File: src/rtl/vbs_pkg.sv
package vbs_pkg;

  localparam logic [7:0] COMMA_K28_5 = 8'hBC;

  // Strobes from control to datapath
  typedef struct packed {
    logic load;    // capture a new word this edge
    logic shift;   // advance the shift register by one byte
    logic active;  // a data byte is being presented this cycle
  } ctrlStrobes_t;

endpackage

File: src/rtl/vbs_control.sv
module vbs_control
  import vbs_pkg::*;
#(
  parameter int NBYTES = 3
) (
  input  logic         clk,
  input  logic         rstN,
  input  logic         vecValid,
  output ctrlStrobes_t strobes,
  output logic         busy
);

  localparam int CNT_W = $clog2(NBYTES + 1) + 1;

  // One-hot sequence register: the set bit walks from the top down, one bit per byte
  logic [NBYTES-1:0] ctrlReg;
  logic              accept;

  assign busy   = |ctrlReg;
  assign accept = vecValid && !busy;

  always_ff @(posedge clk or negedge rstN) begin
    if (!rstN) begin
      ctrlReg <= '0;
    end else if (accept) begin
      ctrlReg <= NBYTES'(1) << (NBYTES - 1);
    end else begin
      ctrlReg <= ctrlReg >> 1;
    end
  end

  always_comb begin
    strobes.load   = accept;
    strobes.shift  = busy;
    strobes.active = busy;
  end

  // Counter used only by the burst-length check below
  logic [CNT_W-1:0] burstCnt;
  always_ff @(posedge clk or negedge rstN) begin
    if (!rstN)     burstCnt <= '0;
    else if (busy) burstCnt <= burstCnt + 1'b1;
    else           burstCnt <= '0;
  end

  assert_onehot_seq_R3: assert property (@(posedge clk) disable iff (!rstN)
    $onehot0(ctrlReg));

  assert_accept_R1: assert property (@(posedge clk) disable iff (!rstN)
    (vecValid && !busy) |=> busy);

  // strobes during a transfer neither extend nor shorten it
  assert_burst_len_R5: assert property (@(posedge clk) disable iff (!rstN)
    $fell(busy) |-> (burstCnt == CNT_W'(NBYTES)));

endmodule

File: src/rtl/vbs_datapath.sv
module vbs_datapath
  import vbs_pkg::*;
#(
  parameter int VEC_WIDTH = 20,
  parameter int NBYTES    = 3
) (
  input  logic                 clk,
  input  logic                 rstN,
  input  logic [VEC_WIDTH-1:0] vecIn,
  input  ctrlStrobes_t         strobes,
  output logic [7:0]           byteOut,
  output logic                 ctrlEn
);

  localparam int PAD_W    = NBYTES * 8;
  localparam int PAD_BITS = PAD_W - VEC_WIDTH;

  logic [PAD_W-1:0] padded;
  logic [PAD_W-1:0] shiftReg;

  // Zero bits go below the LSB of the user word
  generate
    if (PAD_BITS == 0) begin : g_noPad
      assign padded = vecIn;
    end else begin : g_pad
      assign padded = {vecIn, {PAD_BITS{1'b0}}};
    end
  endgenerate

  always_ff @(posedge clk or negedge rstN) begin
    if (!rstN) begin
      shiftReg <= '0;
    end else if (strobes.load) begin
      shiftReg <= padded;
    end else if (strobes.shift) begin
      shiftReg <= shiftReg << 8;
    end
  end

  always_comb begin
    if (strobes.active) begin
      byteOut = shiftReg[PAD_W-1 -: 8];
      ctrlEn  = 1'b0;
    end else begin
      byteOut = COMMA_K28_5;
      ctrlEn  = 1'b1;
    end
  end

  assert_first_byte_R1: assert property (@(posedge clk) disable iff (!rstN)
    strobes.load |=> (byteOut == $past(vecIn[VEC_WIDTH-1 -: 8])));

endmodule

File: src/rtl/vec_byte_serializer.sv
module vec_byte_serializer
  import vbs_pkg::*;
#(
  parameter int VEC_WIDTH = 20
) (
  input  logic                 clk,
  input  logic                 rstN,
  input  logic [VEC_WIDTH-1:0] vecIn,
  input  logic                 vecValid,
  output logic [7:0]           byteOut,
  output logic                 byteValid,
  output logic                 ctrlEn,
  output logic                 busy
);

  localparam int NBYTES = (VEC_WIDTH + 7) / 8;

  ctrlStrobes_t strobes;
  logic         busyInt;

  vbs_control #(.NBYTES(NBYTES)) u_control (
    .clk      (clk),
    .rstN     (rstN),
    .vecValid (vecValid),
    .strobes  (strobes),
    .busy     (busyInt)
  );

  vbs_datapath #(.VEC_WIDTH(VEC_WIDTH), .NBYTES(NBYTES)) u_datapath (
    .clk     (clk),
    .rstN    (rstN),
    .vecIn   (vecIn),
    .strobes (strobes),
    .byteOut (byteOut),
    .ctrlEn  (ctrlEn)
  );

  assign busy      = busyInt;
  assign byteValid = busyInt;

  initial begin
    assert_min_width_R4: assert (VEC_WIDTH >= 8);
  end

  assert_idle_comma_R6: assert property (@(posedge clk) disable iff (!rstN)
    !byteValid |-> (byteOut == COMMA_K28_5 && ctrlEn));

  assert_data_not_ctrl_R7: assert property (@(posedge clk) disable iff (!rstN)
    byteValid |-> !ctrlEn);

endmodule

File: config.mk
export PLATFORM = sky130hd
export DESIGN_NAME = vec_byte_serializer
export DESIGN_NICKNAME = d
export VERILOG_FILES = /design/src/rtl/vbs_pkg.sv /design/src/rtl/vbs_control.sv /design/src/rtl/vbs_datapath.sv /design/src/rtl/vec_byte_serializer.sv
export SDC_FILE = /design/constraint.sdc
export NUM_CORES = 1
export LEC_CHECK = 0
export BUFFER_PORTS_ARGS = -buffer_cell sky130_fd_sc_hd__buf_2
export CAP_MARGIN = 0
export CORE_ASPECT_RATIO = 1.25
export CORE_MARGIN = 2
export CORE_UTILIZATION = 44
export DETAILED_ROUTE_END_ITERATION = 10
export PLACE_DENSITY = 0.71
export SYNTH_ARGS = -nofsm -noshare
export SYNTH_HDL_FRONTEND = slang
export SYNTH_HIERARCHICAL = 1
export SYNTH_SLANG_ARGS = --single-unit
File: constraint.sdc
create_clock -name clk -period 1.35 [get_ports clk]
set_clock_uncertainty 0.1 [all_clocks]
set_input_delay 0.135 -clock clk [delete_from_list [all_inputs] [get_ports clk]]
set_output_delay 0.135 -clock clk [all_outputs]
set_load 0.01 [all_outputs]
### After elaboration in Yosys (flattened, before gate mapping)

Cells that the tools add are included.

| word-level totals | value |
|---|---|
| logic and storage cells | 11 |
| input port bits | 23 |
| register bits | 27 |
| output and inout bits | 11 |

| cells by class | value |
|---|---|
| mux-type cells | 5 |
| reductions and logical operators | 4 |

Operator list:

| kind | number |
|---|---|
| $mux 24 | 2 |
| $mux 8 | 1 |
| $mux 3 | 1 |
| $reduce_or 3->1 | 1 |
| $reduce_bool 2->1 | 1 |
| $logic_and 1x1->1 | 1 |
| $logic_not 1->1 | 1 |
| $mux 1 | 1 |

### Longest topological paths before layout

Gate-level depths: netlist of run 1.

| logic depth | value |
|---|---|
| word-level depth | 4 |
| depth in mapped cells | 6 |

### Modules after synthesis

Netlist of run 1, hierarchy kept.

By module, submodules not included:

| module | instances | sequential area each (µm²) | area an instance (µm²) | cells an instance |
|---|---|---|---|---|
| vbs_datapath | 1 | 500.5 | 944.7 | 95 |
| vbs_control | 1 | 75.1 | 120.1 | 10 |
| vec_byte_serializer | 1 | 0.0 | 7.5 | 1 |

### Least setup slack after synthesis of run 1

Ideal clock, no wire load.

| timing path | value |
|---|---|
| path type | reg-to-reg |
| from | register u_control.ctrlReg[1] |
| to | register u_datapath.shiftReg[17] |
| data arrival time | 1.329 ns |
| setup slack | -0.211 ns |
| data required time | 1.118 ns |
| period minus slack after synthesis | 1.561 ns |
| setup time | 0.132 ns |
| stages on the path, launching flop included | 6 |
| cell sequence | dfrtp_1 -> or3_1 -> buf_4 -> buf_4 -> mux2i_1 -> o21ai_1 |

| between the ends | value |
|---|---|
| cells in the longest elaborated chain, start to end | 4 |
| elaborated cells on any way between the ends | 5 |

RTL lines:

| item | line | RTL |
|---|---|---|
| from (decl) | vbs_control.sv:16 | `logic [NBYTES-1:0] ctrlReg;` |
| from (signal assigned) | vbs_control.sv:26 | `ctrlReg <= NBYTES'(1) << (NBYTES - 1);` |
| from (signal assigned) | vbs_control.sv:28 | `ctrlReg <= ctrlReg >> 1;` |
| $reduce_or 3->1 * | vbs_control.sv:19 | `assign busy = \|ctrlReg;` |
| named net busy | vec_byte_serializer.sv:13 | `output logic busy` |
| $logic_not 1->1 | vbs_control.sv:20 | `assign accept = vecValid && !busy;` |
| $logic_and 1x1->1 | vbs_control.sv:20 |  |
| $mux 24 or $reduce_bool 2->1 (tied branches) | -- |  |
| to (signal assigned) | vbs_datapath.sv:34 | `shiftReg <= padded;` |
| to (signal assigned) | vbs_datapath.sv:36 | `shiftReg <= shiftReg << 8;` |
| to (decl) | vbs_datapath.sv:19 | `logic [PAD_W-1:0] shiftReg;` |

Mark *: on every way through the listed nets, which the timed path passes. The rest lies on a longest branch.
A chain may end at the register's enable or synchronous reset.

### Final worst setup path of run 1

| timing path | value |
|---|---|
| from | register u_control.ctrlReg[0] |
| to | output port byteOut[0] |

| between the ends | value |
|---|---|
| cells in the longest elaborated chain, start to end | 2 |

RTL lines:

| item | line | RTL |
|---|---|---|
| $reduce_or 3->1 | vbs_control.sv:19 |  |
| $mux 8 | vbs_datapath.sv:41 | `if (strobes.active) begin` |
| to (decl) | vec_byte_serializer.sv:10 | `output logic [7:0] byteOut,` |

No other way between the ends.

==> results.md, run 1 <==
Setup path:
- Walking the worst path, the cells encountered are or3_4 -> and2_4 -> buf_6.
- The logic depth of the worst register-to-register path is 6.
- The worst path required time is 1.12 ns.
- The endpoint arrival time on the critical path is 1.49 ns.
- The destination of the critical timing path is byteOut[0].
- The startpoint of the most critical register-to-register path is u_control/ctrlReg[0]$_DFF_PN0_.
- On the worst path, the slowest cell contributes a delay of 0.46 ns.
- The worst register-to-register path ends at u_datapath/shiftReg[14]$_DFFE_PN0P_.
- Of all nets on the critical path, the largest fanout is 8.
- The critical setup path kind is flip-flop to output pin.
- The type of element launching the critical path is a flip-flop.
- Across all register-to-register paths, the minimum setup slack is -0.33 ns.
- The slowest stage of the critical path is the sky130_fd_sc_hd__or3_4 cell.
- The worst setup path is captured at an output pin.
- Tracing the worst setup path back leads to its startpoint at u_control/ctrlReg[0]$_DFF_PN0_.

CTS:
- The insertion delay to the later sink of the worst-skew pair is 0.30 ns.
- Buffers inserted during clock tree synthesis total 3.
- TritonCTS built the clock tree.
- The cell chosen for the clock root is sky130_fd_sc_hd__clkbuf_4.
- The CTS sink count is 23.
- No sink is reached through more buffers than the 2 on the longest clock path.
- The number of H-tree levels is 1.
- Clock-pin slew was measured on the worst setup and hold paths at 0.13 ns.

Layout:
- The fill cell total of the finished layout is 142.
- Leaving out fill and tap cells, the most frequent cell in the layout is sky130_fd_sc_hd__buf_2.
- 0 antenna diodes ended up in the layout.
- The share of post-route cells with drive strength above 1 is 50.3%.
- In the layout the commonest cells are sky130_fd_sc_hd__buf_2, sky130_fd_sc_hd__buf_6, sky130_fd_sc_hd__dfrtp_1.
- The utilization of the core after routing is 78.5%.
- The layout net count is 203.
- The area growth from synthesis to layout is 74.0%.

Global route:
- The first-pass GRT wire length is 4.03 mm.
- The pin count of the biggest net entering global routing is 24.
- The overall fraction of global-route tracks in use is 19.9%.
- The aggregate global routing overflow is 0.
- The number of antenna violations at the first check in global routing is 0.
- The number of global-route vias before repair is 946.

Yosys:
- The sequential element share of the synthesized area is 53.7%.
- A synthesized cell averages 10.1 um2.
- The top cell type's share of synthesized area is 53.7%.
- Synthesis instantiated 13 different standard cells from the library.
- The register bit count reported by yosys is 23.
- The synthesized instance count is 106.
- When the netlist entered floorplanning its net count stood at 129.
- The Yosys step of the flow raised 6 warnings.
- The cell area that synthesis handed to floorplanning was 1070 um2.
- The largest total area in the synthesized netlist belongs to sky130_fd_sc_hd__dfrtp_1.
- After synthesis, the cell types taking the most area are sky130_fd_sc_hd__dfrtp_1, sky130_fd_sc_hd__mux2i_1, sky130_fd_sc_hd__nand2b_1.

Floorplan:
- The starting density of the core is 45.1%.
- After floorplanning, the core was sized to cover 2380 um2.
- In this run the core area contains 20 standard-cell rows.
- The die height is 59.2 um.
- The floorplan step defined a die boundary enclosing 2850 um2.
- The die is 48.2 um wide.
- The boundary pin count is 34.

Run:
- Across the run, the number of max-cap violations was 0.

Placement:
- The placer congestion estimate is 0.674.
- In this run the tool buffered the top-level ports with 33 buffer cells.
- The placed wire-length estimate is 1.30 mm.
- The worst setup slack before clock tree synthesis is -0.138 ns.

Route:
- The total number of vias is 1,014.
- After detailed routing, the total wire length is 2.97 mm.
- The first detailed-routing pass ran for 4 iterations.
- The average wire per standard cell is 14.0 um.
- The detail-routed via count per cell is 4.78.
- After detailed routing, the number of remaining DRC violations is 0.
- The post-route antenna net violation count is 0.
- The number of design-rule violations left by the first detailed-router iteration is 10.

Timing:
- At the pin with the least slew margin, the transition time is 0.517 ns.
- Setup repair after global routing could not meet its margin everywhere.
- The remaining max-slew budget at the tightest pin is 65.5%.
- The hold violation total from the final report is 0.
- The slack of the critical path is -0.373 ns.
- For the finished layout, the period the worst path requires is 1.72 ns.
- The highest clock frequency the design can meet is 580 MHz.
- The final-report setup violation count is 32.
- Adding up every negative setup slack in the final design gives -9.23 ns.
- The max-slew violation total from the final report is 0.
- After layout, the worst path uses 128% of the clock period.

Outcome:
- The final reports fail on negative setup slack.
- The run finished, with violations left.

Power and ir drop:
- The power density normalized to cell area is 1510 nW/um2.
- Across the VDD grid, the largest voltage drop is 912 uV.
- Summing internal, switching and leakage power gives 2.82 mW.
- The total leakage power is 0.913 nW.

Worst hold path:
- The worst hold path belongs to the class input port to asynchronous set/reset pin.
Yosys cell counts:
cell type,n
sky130_fd_sc_hd__dfrtp_1,23
sky130_fd_sc_hd__buf_6,1
sky130_fd_sc_hd__mux2i_1,12
sky130_fd_sc_hd__inv_1,1
sky130_fd_sc_hd__nand2b_1,13
sky130_fd_sc_hd__o21ai_1,12
sky130_fd_sc_hd__o21ai_0,8
sky130_fd_sc_hd__buf_4,8
sky130_fd_sc_hd__or3_1,1
sky130_fd_sc_hd__nor4b_1,1
sky130_fd_sc_hd__nand2_1,20
sky130_fd_sc_hd__and2_1,3
sky130_fd_sc_hd__clkbuf_1,3
critical path: cells and delay by family (launching register included):
family	cells	cell delay (ns)
buffers and inverters	1	0.11
flip-flops	1	0.42
AND/OR/NAND/NOR	2	0.65
through the flow:
| stage | cells | instance area [um2] | hold WS [ns] |
|---|---|---|---|
| 2_1_floorplan | 106 | 1090 | -0.261 |
| 3_3_place_gp | 170 | 1280 | 0.0261 |
| 3_5_place_dp | 170 | 1280 | 0.0389 |
| 4_1_cts | 206 | 1650 | 0.226 |
| 5_1_grt | 212 | 1870 | 0.269 |
| 6_report | 212 | 1870 | 0.229 |
where the power goes:
part           internal [mW]  switching, mW  leakage [nW]  total (mW)
Sequential             0.900          0.156         0.297        1.06
Clock                  0.115          0.203        0.0150       0.318
Combinational          0.832          0.617         0.601        1.45
kinds of logic (layout without fill, tap and decap cells):
family / after synthesis / in the layout / synth area share, %
AO/OA/AOI/OAI: 20 / 20 / 9.34
buffers and inverters: 13 / 84 / 8.05
flip-flops: 23 / 23 / 53.7
multiplexers: 12 / 12 / 11.2
AND/OR/NAND/NOR: 38 / 40 / 17.7
area by class of cell:
cell class	instances	area [um2]	area share, %
Multi-Input combinational cell	72	553	29.6
Inverter	1	3.75	0.201
Timing Repair Buffer	79	664	35.6
Sequential cell	23	577	30.9
Tap cell	33	41.3	2.21
Clock buffer	4	26.3	1.41
registers in the layout (all words and copies together), names as in the netlist:
register             cells
u_control/ctrlReg        3
u_datapath/shiftReg     20
worst min path at each step:
stage | depth (start not counted) | endpoint | from | slack (ns)
finish | 2 | u_datapath/shiftReg[21]$_DFFE_PN0P_ | rstN | 0.23
global route | 2 | u_datapath/shiftReg[21]$_DFFE_PN0P_ | rstN | 0.27
CTS | 2 | u_datapath/shiftReg[21]$_DFFE_PN0P_ | rstN | 0.23
detailed placement | 1 | u_datapath/shiftReg[21]$_DFFE_PN0P_ | rstN | 0.04
global placement | 1 | u_datapath/shiftReg[21]$_DFFE_PN0P_ | rstN | 0.03
floorplan | 0 | u_control/ctrlReg[0]$_DFF_PN0_ | rstN | -0.26
what timing repair did:
item	in CTS	in global routing
hold buffers	21	0
pin swaps	3	5
hold endpoints to repair	43	0
setup endpoints to repair	31	32
resized for setup	16	49
setup buffers	7	5
cloned	4	1
routing by layer:
layer,vias up,GRT usage (%),wire (um)
li1,494,-,-
met1,491,23.9,1230
met2,23,35.9,1620
met3,6,1.83,80
met4,0,5.79,40
met5,-,0,0
No activity file was read; power rests on OpenSTA's default activity.
==> inputs of run 2 (changes only) <==
--- a/config.mk
+++ b/config.mk
@@ -12,6 +12,7 @@
 export CORE_UTILIZATION = 44
 export DETAILED_ROUTE_END_ITERATION = 10
 export PLACE_DENSITY = 0.71
+export SETUP_SLACK_MARGIN = 0.05
 export SYNTH_ARGS = -nofsm -noshare
 export SYNTH_HDL_FRONTEND = slang
 export SYNTH_HIERARCHICAL = 1
==> results.md, run 2 (synthesis results as in run 1) <==
Placement:
- The placer congestion estimate is 0.673 (-0.28%).
- The placed wire-length estimate came to 1.28 mm (-1.8%).
- The port buffer count is 33 (unchanged).
- The area after detailed placement is 1280 um2 (unchanged).
- The total instance count after detailed placement came to 170 (unchanged).

CTS:
- The number of buffers inserted during clock tree synthesis was 3 (unchanged).
- The worst-case clock buffer depth came to 2 (unchanged).
- The insertion delay to the later sink of the worst-skew pair is 0.30 ns (about the same).
- The number of H-tree levels is 1 (unchanged).
- The CTS sink count is 23 (unchanged).
- TritonCTS built the clock tree.
- The clock-pin slew on the worst setup and hold paths came to 0.12 ns (about the same).
- The cell chosen for the clock root is sky130_fd_sc_hd__clkbuf_4.

Layout:
- The number of flip-flops under the largest register name was 20 (unchanged).
- The summed area of non-filler cells in the final layout came to 1870 um2 (+0.34%).
- The area of the multi-input gates is 567 um2 (+2.5%).
- The share of post-route cells with drive strength above 1 is 52.5% (+2.2 points).
- The fill cell total of the finished layout was 147 (+3.5%).
- The library cells used most frequently in the layout, excluding fill and tap cells, are sky130_fd_sc_hd__buf_2, sky130_fd_sc_hd__buf_6, sky130_fd_sc_hd__dfrtp_1.
- The area of all sequential standard cells is 577 um2 (unchanged).
- The number of cells in the finished layout apart from fillers is 212 (unchanged).
- The layout net count was 203 (unchanged).
- The largest register by flop count is u_datapath/shiftReg.
- The utilization of the core after routing was 78.7% (+0.26 points).
- Relative to the synthesized area, the layout overhead comes to 74.6%.
- The largest registers in the layout are u_datapath/shiftReg x20, u_control/ctrlReg x3.
- The total inserted antenna cells is 0 (unchanged).
- The library cell used most frequently in the layout, excluding fill and tap cells, is sky130_fd_sc_hd__buf_2.

Timing:
- The hold violation total from the final report is 0 (unchanged).
- The final-report setup violation count is 32 (unchanged).
- The post-route minimum period is 1.72 ns (-0.00605 ns).
- The final-layout worst hold slack is 0.222 ns (-0.00761 ns).
- The slack of the critical path is -0.367 ns (+0.00605 ns).
- The max-slew violation total from the final report was 0 (unchanged).
- The remaining max-slew budget at the tightest pin is 65.1% (-0.38 points).
- The highest clock frequency the design can meet is 582 MHz (+0.35%).
- The pin slew with the least headroom to its limit was 0.523 ns (+0.00567 ns).
- Setup repair after global routing could not meet its margin everywhere.
- The share of the clock period used by the worst path is 127% (-0.45 points).

Route:
- The total number of vias is 1,038 (+2.4%).
- The average wire per standard cell was 14.9 um (+6.0%).
- The routed wire length is 3.15 mm (+6.0%).
- The DRC violations left is 0 (unchanged).
- The number of detailed-route iterations in the first pass is 4 (unchanged).
- The detail-routed via count per cell is 4.90 (+2.4%).
- The number of design-rule violations left by the first detailed-router iteration is 28 (+18).
- The post-route antenna net violation count is 0 (unchanged).

Setup path:
- The logic depth of the worst register-to-register path is 5 (-1).
- The critical-path cell with the highest stage delay is sky130_fd_sc_hd__or3_4.
- The endpoint arrival time on the critical path is 1.48 ns (about the same).
- The worst path required time came to 1.12 ns (about the same).
- The peak per-stage delay on the critical path is 0.47 ns (about the same).
- The critical path is of the flip-flop to output pin type.
- The type of element launching the critical path is a flip-flop.
- The largest fanout on the critical path is 7 (-1).
- The critical path goes through or3_4 -> and2_4 -> buf_6.
- The nature of the critical path endpoint is an output pin.

Global route:
- The aggregate global routing overflow was 0 (unchanged).
- The number of global-route vias before repair came to 1,013 (+7.1%).
- The number of antenna violations at the first check in global routing is 0 (unchanged).
- The overall fraction of global-route tracks in use is 22.7% (+2.7 points).
- The first-pass GRT wire length is 4.57 mm (+13%).
- The pin count of the biggest net entering global routing is 24 (unchanged).

Power and ir drop:
- The relative contribution of sequential cells to total power came to 37.2% (-0.2 points).
- The share of total power consumed by net switching is 35.0% (+0.45 points).
- The clock group share of total power is 10.8% (-0.5 points).
- The peak supply drop is 895 uV (-1.9%).
- The cell-internal power is 1.84 mW (-0.41%).
- The power density normalized to cell area came to 1510 nW/um2 (about the same).
- The part of the power in combinational logic is 51.9% (+0.6 points).
- The total leakage power is 0.914 nW (+0.12%).
- The overall power consumption is 2.83 mW (+0.28%).
- The power dissipated by switching net loads came to 0.991 mW (+1.6%).

Floorplan:
- The die area is 2850 um2 (unchanged).
- The boundary pin count is 34 (unchanged).
- The horizontal die dimension is 48.2 um (unchanged).
- The area of the core came to 2380 um2 (unchanged).
- The starting density of the core was 45.1% (unchanged).
- The number of rows in the core area is 20 (unchanged).
- The die height is 59.2 um (unchanged).

Worst hold path:
- The worst min-delay path class is input port to asynchronous set/reset pin.

Outcome:
- The checks that failed: negative setup slack.
- The run finished, with violations left.

Run:
- The count of maximum capacitance violations is 0 (unchanged).
## run 2: cell count changes in the layout (fill, tap and decap cells not counted), moves of 2 or more
cell | previous run | this run
sky130_fd_sc_hd__nand2b_1 | 6 | 10
sky130_fd_sc_hd__nand2_1 | 13 | 7
sky130_fd_sc_hd__nand2b_4 | 7 | 3
sky130_fd_sc_hd__nand2_2 | 7 | 11
sky130_fd_sc_hd__nand2_4 | 0 | 2
## run 2: path summary, 6_finish.rpt
path	from	end	slack, ns
worst max-delay path	u_control/ctrlReg[0]$_DFF_PN0_	byteOut[0]	-0.37
worst min-delay path	rstN	u_datapath/shiftReg[21]$_DFFE_PN0P_	0.22
worst max register to register	u_control/ctrlReg[1]$_DFF_PN0_	u_datapath/shiftReg[16]$_DFFE_PN0P_	-0.35
worst min register to register	u_control/ctrlReg[1]$_DFF_PN0_	u_control/ctrlReg[0]$_DFF_PN0_	0.37
max in group asynchronous	rstN	u_control/ctrlReg[1]$_DFF_PN0_	0.55
min in group clk	u_control/ctrlReg[1]$_DFF_PN0_	u_control/ctrlReg[0]$_DFF_PN0_	0.37
## run 2: repair_timing
item	in CTS	in global routing
endpoints found under the hold margin	43	0
cloned	6	0
hold buffers	21	0
setup endpoints to repair	32	32
gates resized for setup	25	49
pin swaps	5	8
buffers inserted	6	7
## run 2: through the flow
step	setup TNS, ns	worst slack [ns]
6_report	-8.74	-0.367
5_1_grt	-10.60	-0.423
4_1_cts	-9.42	-0.376
3_5_place_dp	-2.62	-0.136
3_3_place_gp	-1.90	-0.120
2_1_floorplan	-1.88	-0.110
## run 2: routing by layer
metal / routed length [um] / track usage, %
met5: 0 / 0
met4: 42 / 8.11
met3: 74 / 2.13
met2: 1770 / 38.2
met1: 1270 / 29.1
## run 2: power groups by stage
stage               Sequential (mW)  Combinational (mW)  Clock, mW
floorplan                     0.988               0.675          0
global placement               1.01               0.826          0
detailed placement             1.02               0.846          0
CTS                            1.02                1.16      0.324
global route                   1.08                1.57      0.371
finish                         1.05                1.47      0.306
## run 2: worst max-delay path: cells and delay by family, from the launching register on
kind	cells	cell delay, ns
buf+inv	1	0.11
flops	1	0.44
simple gates	2	0.63
## run 2: cell type report
type	instances	share of cell area, %
clock buffers	4	1.40
inverters	1	0.201
multi-input cells	73	30.3
flip-flops and latches	23	30.8
well taps	33	2.21
repair buffers	78	35.1
